--- config.mk ---
export PLATFORM = sky130hd
export DESIGN_NAME = mdq_refill_sel
export DESIGN_NICKNAME = d
export VERILOG_FILES = /design/src/rtl/mdq_pkg.sv /design/src/rtl/mdq_slot_timer.sv /design/src/rtl/mdq_queue_ctr.sv /design/src/rtl/mdq_max_pick.sv /design/src/rtl/mdq_refill_sel.sv
export SDC_FILE = /design/constraint.sdc
export NUM_CORES = 1
export LEC_CHECK = 0
export ABC_AREA = 1
export BUFFER_PORTS_ARGS = -buffer_cell sky130_fd_sc_hd__buf_4
export CAP_MARGIN = 20
export CORE_AREA = 4 4 158 160
export DETAILED_ROUTE_END_ITERATION = 16
export DIE_AREA = 0 0 162 164
export PLACE_DENSITY_LB_ADDON = 0.15
export SLEW_MARGIN = 20
export SYNTH_ARGS = -nofsm -noshare
export SYNTH_HDL_FRONTEND = slang
export SYNTH_HIERARCHICAL = 1
export SYNTH_SLANG_ARGS = --single-unit
--- constraint.sdc ---
create_clock -name clk -period 4.72 [get_ports clk]
set_input_delay 1.416 -clock clk [delete_from_list [all_inputs] [get_ports clk]]
set_output_delay 1.416 -clock clk [all_outputs]
set_load 0.02 [all_outputs]
--- src/rtl/mdq_pkg.sv ---
// Shared sizing helpers for the maximum-deficit refill selector.
// Assumes: queue count and refill size are small positive integers.
package mdq_pkg;

    // Cache size in cells: nq*b*(2 + ln nq), ln taken as 0.693*log2, rounded up.
    function automatic int cache_cells(input int nq, input int b);
        return nq * b * 2 + (nq * b * $clog2(nq) * 693 + 999) / 1000;
    endfunction

endpackage

--- src/rtl/mdq_slot_timer.sv ---
// Cell-slot counter that marks every B-th slot as a refill decision slot.
// Assumes: B >= 2; the count restarts at zero on synchronous reset.
module mdq_slot_timer #(
    parameter int B = 4
) (
    input  logic clk,
    input  logic rst_n,
    output logic tick
);
    localparam int SW = $clog2(B);

    logic [SW-1:0] slot;

    // Decision slot is the last slot of each B-slot window.
    assign tick = (slot == SW'(B - 1));

    // Advance the slot count, wrapping after B slots.
    always_ff @(posedge clk) begin
        if (!rst_n)    slot <= '0;
        else if (tick) slot <= '0;
        else           slot <= slot + SW'(1);
    end
endmodule

--- src/rtl/mdq_queue_ctr.sv ---
// Per-queue SRAM occupancy and signed deficit bookkeeping.
// Assumes: req_hit and fill_hit may both be high in one slot; occupancy
// never goes below zero and is capped at CAP; the deficit saturates.
module mdq_queue_ctr #(
    parameter int INIT = 4,
    parameter int CAP  = 55,
    parameter int B    = 4,
    parameter int OW   = 6,
    parameter int DW   = 7
) (
    input  logic                 clk,
    input  logic                 rst_n,
    input  logic                 req_hit,
    input  logic                 fill_hit,
    output logic [OW-1:0]        occ,
    output logic signed [DW-1:0] deficit,
    output logic                 empty
);
    localparam int DMAX = (2 ** (DW - 1)) - 1;
    localparam int DMIN = -(2 ** (DW - 1));

    logic [OW-1:0]        occ_nx;
    logic signed [DW-1:0] def_nx;

    assign empty = (occ == '0);

    // Next occupancy: one cell out per served request, B in per refill, capped.
    always_comb begin
        int o;
        o = int'(occ);
        if (req_hit && !empty) o = o - 1;
        if (fill_hit)          o = o + B;
        if (o > CAP)           o = CAP;
        occ_nx = OW'(o);
    end

    // Next deficit: +1 per request, -B per refill, saturating both ways.
    always_comb begin
        int d;
        d = int'(deficit);
        if (req_hit)  d = d + 1;
        if (fill_hit) d = d - B;
        if (d > DMAX) d = DMAX;
        if (d < DMIN) d = DMIN;
        def_nx = DW'(d);
    end

    // State registers.
    always_ff @(posedge clk) begin
        if (!rst_n) begin
            occ     <= OW'(INIT);
            deficit <= '0;
        end else begin
            occ     <= occ_nx;
            deficit <= def_nx;
        end
    end
endmodule

--- src/rtl/mdq_max_pick.sv ---
// Finds the queue with the largest signed deficit; ties go to the lowest index.
// Assumes: NQ >= 2; deficits are packed queue 0 in the low bits.
module mdq_max_pick #(
    parameter int NQ = 4,
    parameter int DW = 7,
    parameter int QW = 2
) (
    input  logic [NQ*DW-1:0] def_flat,
    output logic [QW-1:0]    best_q,
    output logic             best_pos
);
    // Linear scan with a strict compare so that the earliest maximum is kept.
    always_comb begin
        logic signed [DW-1:0] best_v;
        logic signed [DW-1:0] cur;
        int                   best_i;
        best_v = signed'(def_flat[DW-1:0]);
        best_i = 0;
        for (int i = 1; i < NQ; i++) begin
            cur = signed'(def_flat[i*DW +: DW]);
            if (cur > best_v) begin
                best_v = cur;
                best_i = i;
            end
        end
        best_q   = QW'(best_i);
        best_pos = (best_v > 0);
    end
endmodule

--- src/rtl/mdq_refill_sel.sv ---
// Zero-latency head-cache controller: serves every request from SRAM at once,
// tracks per-queue deficits, and every B slots orders a B-cell DRAM refill for
// the queue with the largest positive deficit. At most one order is outstanding.
// Assumes: NQ >= 2, B >= 2, refill_done pulses once per order.
module mdq_refill_sel #(
    parameter int NQ        = 4,
    parameter int B         = 4,
    parameter int INIT_FILL = B,
    localparam int QW  = $clog2(NQ),
    localparam int CAP = mdq_pkg::cache_cells(NQ, B),
    localparam int OW  = $clog2(CAP + 1),
    localparam int DW  = OW + 1
) (
    input  logic             clk,
    input  logic             rst_n,
    input  logic             req_valid,
    input  logic [QW-1:0]    req_qid,
    input  logic             refill_done,
    output logic             refill_valid,
    output logic [QW-1:0]    refill_qid,
    output logic             underflow,
    output logic [NQ*OW-1:0] occ_flat
);
    logic              tick;
    logic              pend;
    logic              req_empty;
    logic [NQ-1:0]     req_hit;
    logic [NQ-1:0]     fill_hit;
    logic [NQ-1:0]     empty;
    logic [NQ*DW-1:0]  def_flat;
    logic [QW-1:0]     best_q;
    logic              best_pos;

    mdq_slot_timer #(.B(B)) u_timer (
        .clk   (clk),
        .rst_n (rst_n),
        .tick  (tick)
    );

    for (genvar q = 0; q < NQ; q++) begin : g_q
        logic [OW-1:0]        occ_q;
        logic signed [DW-1:0] def_q;

        assign req_hit[q]  = req_valid && (req_qid == QW'(q));
        assign fill_hit[q] = refill_done && pend && (refill_qid == QW'(q));

        mdq_queue_ctr #(
            .INIT (INIT_FILL),
            .CAP  (CAP),
            .B    (B),
            .OW   (OW),
            .DW   (DW)
        ) u_ctr (
            .clk      (clk),
            .rst_n    (rst_n),
            .req_hit  (req_hit[q]),
            .fill_hit (fill_hit[q]),
            .occ      (occ_q),
            .deficit  (def_q),
            .empty    (empty[q])
        );

        assign occ_flat[q*OW +: OW] = occ_q;
        assign def_flat[q*DW +: DW] = def_q;
    end

    mdq_max_pick #(.NQ(NQ), .DW(DW), .QW(QW)) u_pick (
        .def_flat (def_flat),
        .best_q   (best_q),
        .best_pos (best_pos)
    );

    assign req_empty = |(req_hit & empty);

    // Sticky underflow: set when a request finds its queue empty.
    always_ff @(posedge clk) begin
        if (!rst_n)         underflow <= 1'b0;
        else if (req_empty) underflow <= 1'b1;
    end

    // Refill order: one per decision slot when idle and some deficit is positive.
    always_ff @(posedge clk) begin
        if (!rst_n) begin
            refill_valid <= 1'b0;
            refill_qid   <= '0;
            pend         <= 1'b0;
        end else if (tick && !pend && best_pos) begin
            refill_valid <= 1'b1;
            refill_qid   <= best_q;
            pend         <= 1'b1;
        end else begin
            refill_valid <= 1'b0;
            if (refill_done) pend <= 1'b0;
        end
    end
endmodule

==> run summary, run 1 <==
fin crit period - 4.38 ns
WL met2 - 9540 microns
DRC viols - 0
I/O pin cnt - 34
Initial Util - 0.359
Avg WL per Cell - 11.8 microns
endpoints failing setup - 0
R2R Path Start - g_q[0].u_ctr/deficit[5]
Synth Net Count - 1,461
Die Area - 26,600 sq um
top cells by count, synth - 394 x nand2_1, 212 x inv_1, 117 x nand3_1, 92 x nor2_1, 91 x ha_1
vias in the first global route - 7,588
crit end category - flip-flop
hold crit path type - reg2reg
measured slew at the worst slew-check pin - 0.432 ns
Finished Cell Area - 9480 sq um
synthesized area - 8400 sq um
Post-synth EDFFs - 0
Slew headroom - 0.712
most used cell, CP - nand2_1
Final Core Density - 0.405
initial antenna violation count - 0
Skew-Pair Late Insertion Delay - 0.33 ns
Synth Flop Type - dfxtp_1
ys async rst share - 0
Setup TNS - 0 ns
clock buffer depth - 2
Worst VDD drop - 0.264 mV
post-route clock skew - 0.00970 ns
Ant. Diodes - 0
highest-delay cell along the critical path - dfxtp_2
Peak Freq - 228 MHz
residual overflow from global routing - 0
htree depth - 3
layout cell share with drive strength beyond 1 - 0.180
HPWL Detailed - 16,500 microns
global-route wire length before repair - 35,300 microns
Clock Tree Root - clkbuf_16
Total Nets Final - 1,511
Register Area - 1190 sq um
Core Box Area - 23,400 sq um
post-synth top area cell - nand2_1
routed wl met3 - 310 microns
Final Slew Violations - 0
routed wire length - 20,500 microns
Pwr Density - 431 nW/um^2
Pwr Total - 4.09 mW
yosys warns - 6
fill cell count - 2,608
die height - 164 microns
crit path kind - reg2reg
Die Wd - 162 microns
period utilization - 0.928
status - completed
RSZ-0062 raised after global routing - false
post-synth top area share - 0.176
Mapped Cells - 1,364
Routability Congestion - 0.855
CTS tree - yes
CP max stage delay - 0.37 ns
# clock sinks - 59
area of the multi-input gates - 6310 sq um
via count of the routed design - 8,173
Synth Register Bits - 59
final hold viol count - 0
max layer used - met4
top cells by area, synth - nand2_1 18%, dfxtp_1 14%, ha_1 14%
clk slew on worst S/H paths - 0.05 ns
Placement Setup Slack - 0.0840 ns
Crit. Startpoint - g_q[0].u_ctr/deficit[5]
DRT iter0 DRCs - 385
CP Max Fanout - 10
final setup margin - 0.340 ns
Worst Setup Start Kind - flip-flop
Seq/Total Area, Yosys - 0.141
Final ANT Viol Nets - 0
count of different cell masters after synthesis - 43
met1 WL - 10,400 microns
Pleak - 5.12 nW
max-cap check violation count - 0
Worst Path Required - 4.94 ns
vias per cell - 4.70
Cell Rows - 56
Mean Syn Cell Area - 6.16 sq um
total track usage - 0.156
Synth-to-Final Area Change - 12.9%
top-count cell post-synth - nand2_1
placed inst area - 9120 sq um
Arr. time, crit path - 4.60 ns
TritonCTS buffer count - 9
drt first pass iters - 5
Worst Min Path Start - u_timer/slot[0]
PortBufs - 33
largest net degree at the start of global routing - 20
-- critical path, delay by kind of cell, from the launching register on --
family / cells / cell delay [ns]
buffers and inverters: 5 / 0.39
AND/OR/NAND/NOR: 20 / 1.98
flip-flops: 1 / 0.37
adder cells (fa/ha/maj): 3 / 0.95
AO/OA/AOI/OAI: 5 / 0.56
-- path summary, 6_finish.rpt --
path / cells past startpoint / end / slack [ns]
worst max-delay path: 33 / refill_qid[0] / 0.34
worst min-delay path: 1 / u_timer/slot[0] / 0.43
worst max register to register: 33 / refill_qid[0] / 0.34
worst min register to register: 1 / u_timer/slot[0] / 0.43
-- state kept, by name, summed over array words and instances, names as in the netlist --
register / count
g_q.u_ctr/deficit: 28
g_q.u_ctr/occ: 24
refill_qid: 2
u_timer/slot: 2
pend: 1
refill_valid: 1
underflow: 1
-- layout make-up --
class / instances / share of cell area
repair buffers: 56 / 0.0443
inverters: 230 / 0.0910
multi-input cells: 1058 / 0.665
flip-flops and latches: 59 / 0.125
well taps: 319 / 0.0421
clock buffers: 10 / 0.0252
clock inverters: 6 / 0.00686
-- power breakdown --
group	switching (mW)	internal, mW	leakage (nW)
combinational	1.78	1.03	4.49
sequential	0.0645	0.554	0.482
clock	0.240	0.422	0.148
total	2.09	2.01	5.12
-- stage by stage --
| step | hold WS (ns) | std cells |
|---|---|---|
| after floorplan | 0.397 | 1364 |
| after global placement | 0.415 | 1719 |
| after detailed placement | 0.419 | 1719 |
| after CTS | 0.427 | 1735 |
| after global routing | 0.440 | 1738 |
| final | 0.425 | 1738 |
-- cells in the final DEF, fill, tap and decap left out, types with 6 or more instances in the layout --
cell       instances
a21oi_1           37
buf_4             56
clkbuf_16          9
dfxtp_1           55
ha_1              90
inv_1            212
inv_2             17
nand2_1          394
nand2_2           40
nand2_4           20
nand3_1          116
nand3_2           15
nand3_4           10
nand3b_1           7
nand4_1           56
nor2_1            92
nor2_2            27
nor2_4             9
nor3_1             6
nor3_2             6
o21a_1             6
o21ai_0           39
o21ai_1            9
o31ai_1           12
or2_2             13
xor2_1             9
xor2_2             8
-- repair_timing --
action                     4_1_cts  5_1_grt
gates resized for setup          0       12
hold buffers                     0        0
setup buffers                    0        3
setup endpoints to repair        0        4
-- cells by family (layout without fill, tap and decap cells) --
logic type / after synthesis / after routing / share of synthesized area
buffers and inverters: 247 / 302 / 0.116
AOI/OAI and AO/OA: 128 / 128 / 0.0964
adders and majority gates: 91 / 91 / 0.136
and+or+nand+nor: 822 / 822 / 0.487
xor gates and xnor gates: 17 / 17 / 0.0249
DFF: 59 / 59 / 0.141
-- metal layers --
layer,vias to the layer above,GRT usage
met5,-,0
met4,0,0.0377
met3,13,0.0171
met2,60,0.265
met1,3619,0.212
li1,4481,-
Power figures use the tool's default switching activity.
==> run 2, diff against run 1 <==
--- a/config.mk
+++ b/config.mk
@@ -8,6 +8,8 @@
 export ABC_AREA = 1
 export BUFFER_PORTS_ARGS = -buffer_cell sky130_fd_sc_hd__buf_4
 export CAP_MARGIN = 20
+export CELL_PAD_IN_SITES_DETAIL_PLACEMENT = 1
+export CELL_PAD_IN_SITES_GLOBAL_PLACEMENT = 1
 export CORE_AREA = 4 4 158 160
 export DETAILED_ROUTE_END_ITERATION = 16
 export DIE_AREA = 0 0 162 164
==> run summary, run 2 (synthesis results as in run 1) <==
measured slew at the worst slew-check pin - 0.500 ns
clk slew on worst S/H paths - 0.06 ns
flop2flop setup slack - 0.38 ns
Finished Cell Area - 9510 sq um
most used cell, CP - nand2_1
Final ANT Viol Nets - 0
Final Core Density - 0.406
vias in the first global route - 8,424
Pwr Density - 447 nW/um^2
CTS tree - yes
max-cap check violation count - 0
layout cell share with drive strength beyond 1 - 0.184
final hold viol count - 0
CP Max Fanout - 9
Peak Freq - 230 MHz
Slew headroom - 0.666
biggest regs - g_q.u_ctr/deficit x28, g_q.u_ctr/occ x24
Skew-Pair Late Insertion Delay - 0.34 ns
WP buf/inv - 4
Die Wd - 162 microns
most frequent cells in the layout - 394 x nand2_1, 212 x inv_1, 116 x nand3_1, 92 x nor2_1, 89 x ha_1
Synth-to-Final Area Change - 13.2%
HPWL Detailed - 19,200 microns
Arr. time, crit path - 4.56 ns
CP max stage delay - 0.33 ns
Worst Path Required - 4.94 ns
Routability Congestion - 0.834
Initial Util - 0.359
Cell Rows - 56
placed inst area - 9110 sq um
via count of the routed design - 8,434
global-route wire length before repair - 39,900 microns
die height - 164 microns
vias per cell - 4.85
leading cell type in the layout, fill and taps excluded - nand2_1
Worst Setup Start Kind - flip-flop
clock buffer depth - 2
I/O pin cnt - 34
fin crit period - 4.34 ns
residual overflow from global routing - 0
Clock Tree Root - clkbuf_16
Worst Min Path Start - u_timer/slot[0]
Avg WL per Cell - 13.4 microns
DRC viols - 0
largest net degree at the start of global routing - 20
period utilization - 0.920
total track usage - 0.177
status - completed
htree depth - 3
TritonCTS buffer count - 9
Min-Delay Path Depth - 1
routed wire length - 23,400 microns
endpoints failing setup - 0
Ant. Diodes - 0
Worst path top cell family by delay - simple AND/OR/NAND/NOR gates
Placed Cells - 1,717
Top reg by flops - g_q.u_ctr/deficit
initial antenna violation count - 0
PortBufs - 33
post-route clock skew - 0.0116 ns
crit path kind - reg2reg
crit end category - flip-flop
hold crit path type - reg2reg
Worst VDD drop - 0.331 mV
DRT iter0 DRCs - 292
drt first pass iters - 4
highest-delay cell along the critical path - dfxtp_1
sink of the worst hold path - u_timer/slot[0]
max reg flops - 28
Die Area - 26,600 sq um
final non-filler cell total - 1,740
R2R cell count - 34
Core Box Area - 23,400 sq um
Total Nets Final - 1,514
R2R Path Start - g_q[0].u_ctr/deficit[6]
Final Slew Violations - 0
# clock sinks - 59
RR Endpoint - refill_qid[1]
fill cell count - 3,187
Pleak - 5.13 nW
-- run 2: area by class of cell --
class                           count  area, sq um  share of cell area
Clock buffer                        9          225              0.0237
Clock inverter                      6         66.3             0.00697
Inverter                          230          863              0.0908
Multi-Input combinational cell   1059         6330               0.666
Sequential cell                    59         1190               0.125
Tap cell                          319          399              0.0420
Timing Repair Buffer               58          435              0.0458
-- run 2: worst max-delay path by stage --
| stage | endpoint | slack [ns] | start | depth (start not counted) |
|---|---|---|---|---|
| 3_3_place_gp | refill_qid[0] | 0.21 | g_q[0].u_ctr/deficit[5] | 34 |
| 2_1_floorplan | refill_qid[0] | 0.41 | g_q[0].u_ctr/deficit[6] | 33 |
| 6_report | refill_qid[1] | 0.38 | g_q[0].u_ctr/deficit[6] | 34 |
| 3_5_place_dp | refill_qid[0] | -0.16 | g_q[0].u_ctr/deficit[5] | 34 |
| 4_1_cts | refill_qid[1] | 0.04 | g_q[0].u_ctr/deficit[5] | 34 |
| 5_1_grt | refill_qid[1] | -0.02 | g_q[0].u_ctr/deficit[4] | 33 |
-- run 2: timing repair --
action / CTS / global route
gates cloned: 0 / 1
pin swaps: 0 / 3
setup endpoints to repair: 3 / 4
gates resized for setup: 2 / 14
buffers inserted: 0 / 7
hold buffers: 0 / 0
-- run 2: worst reg2reg max path, delay by kind of cell (launching register included) --
family                     cells  cell delay, ns
AOI/OAI and AO/OA              6            0.87
adders and majority gates      3            0.89
buffers and inverters          4            0.26
and+or+nand+nor               21            1.88
DFF                            1            0.33
-- run 2: per-layer routing --
metal  vias to the layer above  GRT usage  part of all wire
met2                        33      0.319              0.49
met4                         0     0.0354            0.0094
met5                         -          0                 0
li1                       4480          -                 -
met3                        17     0.0198             0.011
met1                      3904      0.230              0.49
-- run 2: power breakdown --
group | switching [mW] | internal (mW)
Clock | 0.247 | 0.406
Combinational | 1.89 | 1.08
Sequential | 0.0667 | 0.554
Total | 2.21 | 2.04
-- run 2: per-stage QoR --
step	hold slack (ns)	setup slack [ns]	total power, mW	TNS, ns
2_1_floorplan	0.397	0.407	2.75	0
4_1_cts	0.426	0.0385	4.07	0
3_3_place_gp	0.409	0.208	3.32	0
5_1_grt	0.454	-0.0168	4.72	-0.0266
3_5_place_dp	0.418	-0.161	3.36	-0.332
6_report	0.422	0.379	4.25	0
